**src/rtl/burst_addr_pkg.sv**
```systemverilog
package burst_addr_pkg;

    localparam int BEAT_W = 2;

    typedef logic [BEAT_W-1:0] beat_t;

    typedef enum logic {
        ORD_LINEAR     = 1'b0,
        ORD_INTERLEAVE = 1'b1
    } burst_order_e;

    // Low address bits for a given beat of the burst.
    function automatic beat_t low_bits_for(input beat_t start,
                                           input beat_t beat,
                                           input burst_order_e ord);
        beat_t res;
        if (ord == ORD_LINEAR) res = start + beat;
        else                   res = start ^ beat;
        return res;
    endfunction

endpackage

```
**src/rtl/burst_beat_ctr.sv**
```systemverilog
module burst_beat_ctr
    import burst_addr_pkg::*;
(
    input  logic  clk,
    input  logic  rst,
    input  logic  load,
    input  logic  advance,
    output beat_t beat
);

    always_ff @(posedge clk) begin
        if (rst)          beat <= '0;
        else if (load)    beat <= '0;
        else if (advance) beat <= beat + beat_t'(1);
    end

    // load wins over a simultaneous advance
    p_load_clears_r3: assert property (@(posedge clk) disable iff (rst)
        load |=> (beat == '0));

    // each advance moves exactly one beat, wrapping modulo four
    p_step_one_r6: assert property (@(posedge clk) disable iff (rst)
        (!load && advance) |=> (beat == $past(beat) + beat_t'(1)));

    // no load and no advance keeps the beat index
    p_beat_hold_r8: assert property (@(posedge clk) disable iff (rst)
        (!load && !advance) |=> $stable(beat));

endmodule

```
**src/rtl/burst_base_reg.sv**
```systemverilog
module burst_base_reg #(
    parameter int ADDR_W = 16
) (
    input  logic              clk,
    input  logic              rst,
    input  logic              load,
    input  logic [ADDR_W-1:0] ext_addr,
    output logic [ADDR_W-1:0] base
);

    always_ff @(posedge clk) begin
        if (rst)       base <= '0;
        else if (load) base <= ext_addr;
    end

    // the captured address only changes on a load
    p_base_hold_r7: assert property (@(posedge clk) disable iff (rst)
        !load |=> $stable(base));

endmodule

```
**src/rtl/burst_low_map.sv**
```systemverilog
module burst_low_map
    import burst_addr_pkg::*;
#(
    parameter int ADDR_W = 16
) (
    input  logic [ADDR_W-1:0] base,
    input  beat_t             beat,
    input  burst_order_e      ord,
    output logic [ADDR_W-1:0] addr
);

    localparam int UP_W = ADDR_W - BEAT_W;

    beat_t start;
    assign start = base[BEAT_W-1:0];

    generate
        if (UP_W > 0) begin : g_upper
            assign addr[ADDR_W-1:BEAT_W] = base[ADDR_W-1:BEAT_W];
        end
    endgenerate

    assign addr[BEAT_W-1:0] = low_bits_for(start, beat, ord);

endmodule

```
**src/rtl/burst_addr_gen.sv**
```systemverilog
module burst_addr_gen
    import burst_addr_pkg::*;
#(
    parameter int ADDR_W = 16
) (
    input  logic              clk,
    input  logic              rst,
    input  logic [ADDR_W-1:0] ext_addr,
    input  logic              strobe_a_n,
    input  logic              strobe_b_n,
    input  logic              adv_n,
    input  logic              order_sel,
    output logic [ADDR_W-1:0] addr_out
);

    logic              load;
    logic              advance;
    beat_t             beat;
    logic [ADDR_W-1:0] base;
    burst_order_e      ord;

    assign load    = !strobe_a_n || !strobe_b_n;
    assign advance = !adv_n;
    assign ord     = burst_order_e'(order_sel);

    burst_base_reg #(.ADDR_W(ADDR_W)) base_i (
        .clk      (clk),
        .rst      (rst),
        .load     (load),
        .ext_addr (ext_addr),
        .base     (base)
    );

    burst_beat_ctr beat_i (
        .clk     (clk),
        .rst     (rst),
        .load    (load),
        .advance (advance),
        .beat    (beat)
    );

    burst_low_map #(.ADDR_W(ADDR_W)) map_i (
        .base (base),
        .beat (beat),
        .ord  (ord),
        .addr (addr_out)
    );

    // reset clears the address
    p_reset_zero_r1: assert property (@(posedge clk)
        rst |=> (addr_out == '0));

    // either strobe captures the external address
    p_strobe_load_r2: assert property (@(posedge clk) disable iff (rst)
        (!strobe_a_n || !strobe_b_n) |=> (addr_out == $past(ext_addr)));

    // upper bits are untouched while no strobe is active
    p_upper_held_r7: assert property (@(posedge clk) disable iff (rst)
        (strobe_a_n && strobe_b_n) |=>
            (addr_out[ADDR_W-1:BEAT_W] == $past(addr_out[ADDR_W-1:BEAT_W])));

    // suspend keeps the address when the order select is steady
    p_suspend_r8: assert property (@(posedge clk) disable iff (rst)
        (strobe_a_n && strobe_b_n && adv_n) |=>
            ((order_sel != $past(order_sel)) || $stable(addr_out)));

endmodule

```
**config.mk**
```make
export PLATFORM = sky130hd
export DESIGN_NAME = burst_addr_gen
export DESIGN_NICKNAME = d
export VERILOG_FILES = /design/src/rtl/burst_addr_pkg.sv /design/src/rtl/burst_beat_ctr.sv /design/src/rtl/burst_base_reg.sv /design/src/rtl/burst_low_map.sv /design/src/rtl/burst_addr_gen.sv
export SDC_FILE = /design/constraint.sdc
export NUM_CORES = 1
export LEC_CHECK = 0
export BUFFER_PORTS_ARGS = -buffer_cell sky130_fd_sc_hd__buf_2
export CORE_MARGIN = 8
export CORE_UTILIZATION = 45
export CTS_CLUSTER_DIAMETER = 40
export CTS_CLUSTER_SIZE = 14
export DETAILED_ROUTE_END_ITERATION = 16
export HOLD_SLACK_MARGIN = 0.06
export PLACE_DENSITY = 0.78
export SYNTH_ARGS = -nofsm -noshare
export SYNTH_HDL_FRONTEND = slang
export SYNTH_SLANG_ARGS = --single-unit
```
**constraint.sdc**
```tcl
create_clock -name clk -period 0.9 [get_ports clk]
set_input_delay 0 -clock clk [delete_from_list [all_inputs] [get_ports clk]]
set_output_delay 0 -clock clk [all_outputs]
set_load 0.05 [all_outputs]
```
==> metrics.yaml, run 1 <==
layout:
  final_cells: 165
  n_fill_cell: 139
  multi_input_area_um2: 387
  fin_util_pct: 72.7
  seq_area_um2: 363
  n_antenna_cell: 0
  synthToLayoutAreaGrowth_pct: 51.3
  drive_above_1_share_pct: 48.6
  fin_nets: 164
synthesis:
  synth.most_common_cell: "nand2_1"
  synthCells: 96
  yosysSeqAreaShare_pct: 43.0
  synthDistinctLibCells: 15
  yosysTopAreaCellShare_pct: 43.0
  ys_warn_count: 0
  synth_nets: 119
  synth.largest_area_cell: "dfxtp_1"
  ys.flop_type: "dfxtp_1"
  synth_edf_count: 0
  async_flop_share_pct: 0
  netlist_area_um2: 838
  synth.avg_cell_area_um2: 8.73
  synth-seq-cells: 18
  synthTopCellsByCount: "29 x nand2_1, 18 x dfxtp_1, 14 x buf_4"
  synthTopCellsByArea: "dfxtp_1 43%, nand2_1 13%, buf_4 13%"
critical_path:
  end_kind: "primary output"
  arrival_ps: 1270
  path_max_fanout: 2
  cp_slowest_cell: "dfxtp_2"
  crit_buf_inv: 1
  path_delay_family: "flip-flops"
  slowest_delay_ps: 370
  required_ps: 900
  path_cells: "ha_4 -> nor2b_4 -> xnor2_4 -> buf_6"
  path_class: "reg2out"
  start_kind: "flop"
  ff2ff_setup_slack_ps: -210
global_routing:
  grtUsageTotal_pct: 11.8
  grt_pass1_wl_mm: 3.26
  grt-busiest-layer: "met2"
  grt-ovfl-total: 0
  grt_max_degree: 19
  antenna_found_initial: 0
  use_met2_pct: 22.6
  grt_pass1_vias: 768
  use_met3_pct: 2.82
  grt_util_met1_pct: 11.0
clock_network:
  numCtsBuffers: 3
  cts_root_buf: "clkbuf_4"
  cts_buffer_depth: 2
  cts_tree: "built"
  cts.sinks: 18
  insertion_delay_ps: 290
  path_clk_slew_ps: 100
  htree_levels: 1
placement:
  dp_slack_ps: -177
  gp_congestion: 0.680
  dp.cells: 142
  io_buffers: 37
  hpwl_mm: 1.27
floorplan:
  dieHeight_um: 59.2
  core_area_mm2: 0.00175
  ioPinCount: 38
  die_w_um: 59.2
  die_area_mm2: 0.00350
  rows: 15
  start_util_pct: 48.0
timing:
  drv_slew: 0
  relSlewSlack_pct: 57.2
  fin_crit_ps: 1270
  hold_viol: 0
  rsz0062_at_grt: "yes"
  fin_skew_ps: 8.37
  setup_ws_ps: -371
  period_share_pct: 141
  finalSetupTns_ps: -824
  fmax_mhz: 787
  worstMarginPinSlew_ps: 643
  setup_viol: 4
detailed_routing:
  via_per_inst: 4.44
  antenna_left: 0
  wl_mm: 2.02
  dr.pass1.iters: 4
  drt-initial-drc-count: 11
  route.detailed.drc: 0
  vias: 733
  wl_per_cell_um: 12.2
pwr:
  p_sw_share_pct: 30.0
  p_leak_uw: 0.000559
  internal-power_uw: 1300
  p_sw_uw: 554
  total_power_uw: 1850
  combPwrFrac_pct: 26.8
  ir_drop_mv: 0.996
  power_frac_clock_pct: 26.1
  p_per_area_mw_per_mm2: 1460
  p_seq_share_pct: 47.1
hold_path:
  hold_path_class: "in2reg"
flow_run:
  drv_cap: 0
outcome:
  status: "finished, violations left"
  failed_checks: "negative setup slack"
[flip-flops by register name, indices dropped and copies added (netlist names)]
register	cells
base_i.base	16
beat_i.beat	2
[power by group through the flow]
| stage | logic (µW) | registers, µW | clock network, µW |
|---|---|---|---|
| after floorplan | 353 | 880 | 0 |
| after global placement | 386 | 881 | 0 |
| after detailed placement | 390 | 884 | 0 |
| after CTS | 483 | 870 | 502 |
| after global routing | 530 | 875 | 525 |
| final | 496 | 871 | 483 |
[cell usage in the layout, fill, tap and decap left out, drive strengths merged]
cell type	count
a21oi	16
and2	1
buf	39
clkbuf	7
dfxtp	18
dlygate4sd3	17
ha	1
nand2	33
nor2b	3
nor3	1
nor4	1
xnor2	3
[routing by layer]
metal | vias to the layer above | wire length [µm]
li1 | 379 | -
met1 | 338 | 795
met2 | 14 | 1130
met3 | 2 | 71
met4 | 0 | 27
met5 | - | 0
[cell families (layout without fill, tap and decap cells)]
logic type	Yosys count	in the layout	synth area share (%)
buffers and inverters	19	63	18.1
adder cells (fa/ha/maj)	1	1	1.49
AO/OA/AOI/OAI	16	16	14.0
AND/OR/NAND/NOR	39	39	20.3
XOR/XNOR	3	3	3.13
flip-flops	18	18	43.0
[worst register-to-register path, stage by stage, from the launching register on]
cell	delay, ps
dfxtp_2	350
buf_4	130
buf_6	100
buf_6	100
nor2b_4	130
xnor2_2	120
nor3_1	110
[path summary, 6_finish.rpt]
check	from	cells after the start	endpoint
worst max-delay path	base_i.base[0]$_SDFFE_PP0P_	4	addr_out[1]
worst min-delay path	rst	2	base_i.base[9]$_SDFFE_PP0P_
worst max register to register	beat_i.beat[0]$_SDFFE_PP0N_	6	beat_i.beat[1]$_SDFFE_PP0N_
worst min register to register	base_i.base[13]$_SDFFE_PP0P_	2	base_i.base[13]$_SDFFE_PP0P_
[what timing repair did]
action | CTS | global route
resized for setup | 18 | 12
endpoints found under the setup margin | 11 | 10
hold endpoints to repair | 17 | 0
setup buffers | 1 | 1
pin swaps | 5 | 4
hold buffers | 17 | 0
[stage by stage]
stage	hold slack [ps]	cell area (µm²)
2_1_floorplan	140	868
3_3_place_gp	245	956
3_5_place_dp	255	956
4_1_cts	113	1230
5_1_grt	131	1270
6_report	124	1270
[cell type report]
type,instances,share of cell area [%]
clock buffer,4,2.86
sequential,18,28.6
tap,25,2.47
timing repair buffer,59,35.6
multi-input combinational,59,30.5
Power figures use the tool's default switching activity.
==> run 2, diff against run 1 <==
--- a/config.mk
+++ b/config.mk
@@ -13,6 +13,7 @@
 export DETAILED_ROUTE_END_ITERATION = 16
 export HOLD_SLACK_MARGIN = 0.06
 export PLACE_DENSITY = 0.78
+export SLEW_MARGIN = 20
 export SYNTH_ARGS = -nofsm -noshare
 export SYNTH_HDL_FRONTEND = slang
 export SYNTH_SLANG_ARGS = --single-unit
==> constraint.sdc (replaced) <==
create_clock -name clk -period 1.4 [get_ports clk]
set_input_delay 0 -clock clk [delete_from_list [all_inputs] [get_ports clk]]
set_output_delay 0 -clock clk [all_outputs]
set_load 0.05 [all_outputs]
==> run 2 against run 1 <==
The run now ends clean. Clock power fell by 35%. First-iteration DRC count shrank 18%. Non-clock buffer count is 4 lower. Final cell count shrank 2.4%. Total power fell by 38%. Via count decreased by 4.1%. Worst setup slack improved by 460 ps. Clock-buffer cell count did not move. Combinational power decreased by 43%. Global-route usage down 0.22 points. Routed wire length down 2.9%. Register-to-register slack improved by 730 ps. Critical path type unchanged. Critical endpoint unchanged. Highest routed layer unchanged.
==> metrics.yaml, run 2 (same netlist as run 1, synthesis figures left out) <==
outcome:
  status: "finished clean"
flow_run:
  drv_cap: 0  # unchanged
detailed_routing:
  via_per_inst: 4.37  # -1.7%
  route.detailed.drc: 0  # unchanged
  vias: 703  # -4.1%
  drt-initial-drc-count: 9  # -2
  dr.pass1.iters: 4  # unchanged
  wl_per_cell_um: 12.2  # -0.51%
  antenna_left: 0  # unchanged
  wl_mm: 1.96  # -2.9%
timing:
  rsz0062_at_grt: "no"
  hold_viol: 0  # unchanged
  drv_slew: 0  # unchanged
  setup_viol: 0  # -4
  worstMarginPinSlew_ps: 436  # -207 ps
  fin_hold_ws_ps: 125  # +1.50 ps
  period_share_pct: 93.4
  fin_crit_ps: 1310
  fmax_mhz: 764
  relSlewSlack_pct: 71.0  # +14 points
  fin_skew_ps: 8.22  # -0.149 ps
  finalSetupTns_ps: 0  # +824 ps
clock_network:
  htree_levels: 1  # unchanged
  cts_buffer_depth: 2  # unchanged
  cts_tree: "built"
  cts_root_buf: "clkbuf_4"
  path_clk_slew_ps: 110  # about the same
  numCtsBuffers: 3  # unchanged
  cts.sinks: 18  # unchanged
  insertion_delay_ps: 290  # about the same
  postCtsSetupBuffers: 0  # -1
floorplan:
  rows: 15  # unchanged
  die_area_mm2: 0.00350  # unchanged
  dieHeight_um: 59.2  # unchanged
  start_util_pct: 48.0  # unchanged
  core_area_mm2: 0.00175  # unchanged
  ioPinCount: 38  # unchanged
  die_w_um: 59.2  # unchanged
layout:
  largestRegisters: "base_i.base (16), beat_i.beat (2)"
  mostFrequentLayoutCells: "36 x buf_2, 29 x nand2_1, 18 x dfxtp_1"
  layout_commonest_cell: "buf_2"
  synthToLayoutAreaGrowth_pct: 34.8
  drive_above_1_share_pct: 42.6  # -5.9 points
  top_register: "base_i.base"
  n_antenna_cell: 0  # unchanged
  final_cells: 161  # -2.4%
  fin_nets: 160  # -2.4%
  largest_reg_flops: 16  # unchanged
pwr:
  ir_drop_mv: 0.524  # -47%
  p_leak_uw: 0.000528  # -5.6%
  p_per_area_mw_per_mm2: 1020  # -30%
  total_power_uw: 1150  # -38%
critical_path:
  start_kind: "flop"
  arrival_ps: 1310  # +40 ps
  crit_start: "beat_i.beat[0]$_SDFFE_PP0N_"
  path_max_fanout: 3  # +1
  reg2regPathDepth: 3  # -3
  required_ps: 1400  # +500 ps
  path_class: "reg2out"
  r2r-start: "beat_i.beat[0]$_SDFFE_PP0N_"
  timing.rr.end: "beat_i.beat[1]$_SDFFE_PP0N_"
  ff2ff_setup_slack_ps: 520  # +730 ps
  end_kind: "primary output"
hold_path:
  min_delay_worst_endpoint: "base_i.base[10]$_SDFFE_PP0P_"
  holdPathStages: 2  # unchanged
  hold_path_class: "in2reg"
  hp-start: "rst"
placement:
  dp.cells: 140  # -1.4%
  gp_congestion: 0.676  # -0.50%
  hpwl_mm: 1.34  # +5.6%
  io_buffers: 37  # unchanged
global_routing:
  grt_pass1_vias: 709  # -7.7%
  grt_pass1_wl_mm: 3.12  # -4.2%
  grt_max_degree: 19  # unchanged
  grtUsageTotal_pct: 11.6  # -0.22 points
  grt-ovfl-total: 0  # unchanged
  antenna_found_initial: 0  # unchanged
[run 2: cell count changes in the layout (fill, tap and decap cells not counted), sizes merged]
cell / delta
clkbuf: -3
buf: -1
[run 2: stage by stage]
stage | worst slack (ps) | utilization, % | area, µm²
global placement | 339 | 52.6 | 918
floorplan | 283 | - | 846
finish | 91.7 | 64.7 | 1130
global route | 22.5 | 64.7 | 1130
CTS | 30.4 | 64.6 | 1130
detailed placement | 301 | 52.6 | 918
[run 2: final cells by class]
type,instances,area (µm²)
clock buffers,4,36.3
multi-input cells,59,337
well taps,25,31.3
repair buffers,55,365
fillers,161,616
flip-flops and latches,18,360
[run 2: routing by layer]
| layer | share of wire (%) | track usage [%] | up-vias |
|---|---|---|---|
| met5 | 0 | 0 | - |
| met4 | 2.4 | 7.17 | 0 |
| met3 | 4.0 | 1.30 | 4 |
| met2 | 56 | 22.9 | 17 |
| li1 | - | - | 372 |
| met1 | 37 | 10.9 | 310 |
[run 2: critical path, stage by stage, from the launching register on]
cell,delay (ps)
dfxtp_1,340
ha_1,190
nor2b_2,160
xnor2_2,120
buf_4,210
[run 2: what timing repair did]
item / 4_1_cts / 5_1_grt
cloned: 0 / 0
gates resized for setup: 1 / 1
pin swaps: 0 / 0
hold buffers: 17 / 0
endpoints found under the hold margin: 18 / 0
endpoints found under the setup margin: 1 / 1
[run 2: how the worst max path moves through the flow]
stage | cells past startpoint | to | slack (ps)
final | 4 | addr_out[1] | 90
after CTS | 4 | addr_out[1] | 30
after floorplan | 3 | addr_out[1] | 280
after detailed placement | 4 | addr_out[1] | 300
after global placement | 4 | addr_out[1] | 340
after global routing | 4 | addr_out[1] | 20
[run 2: power by group]
group / internal (µW) / switching [µW] / total, µW / leakage, µW
clock: 158 / 155 / 313 / 0.0000210
combinational: 103 / 180 / 282 / 0.000358
sequential: 541 / 14.7 / 556 / 0.000149
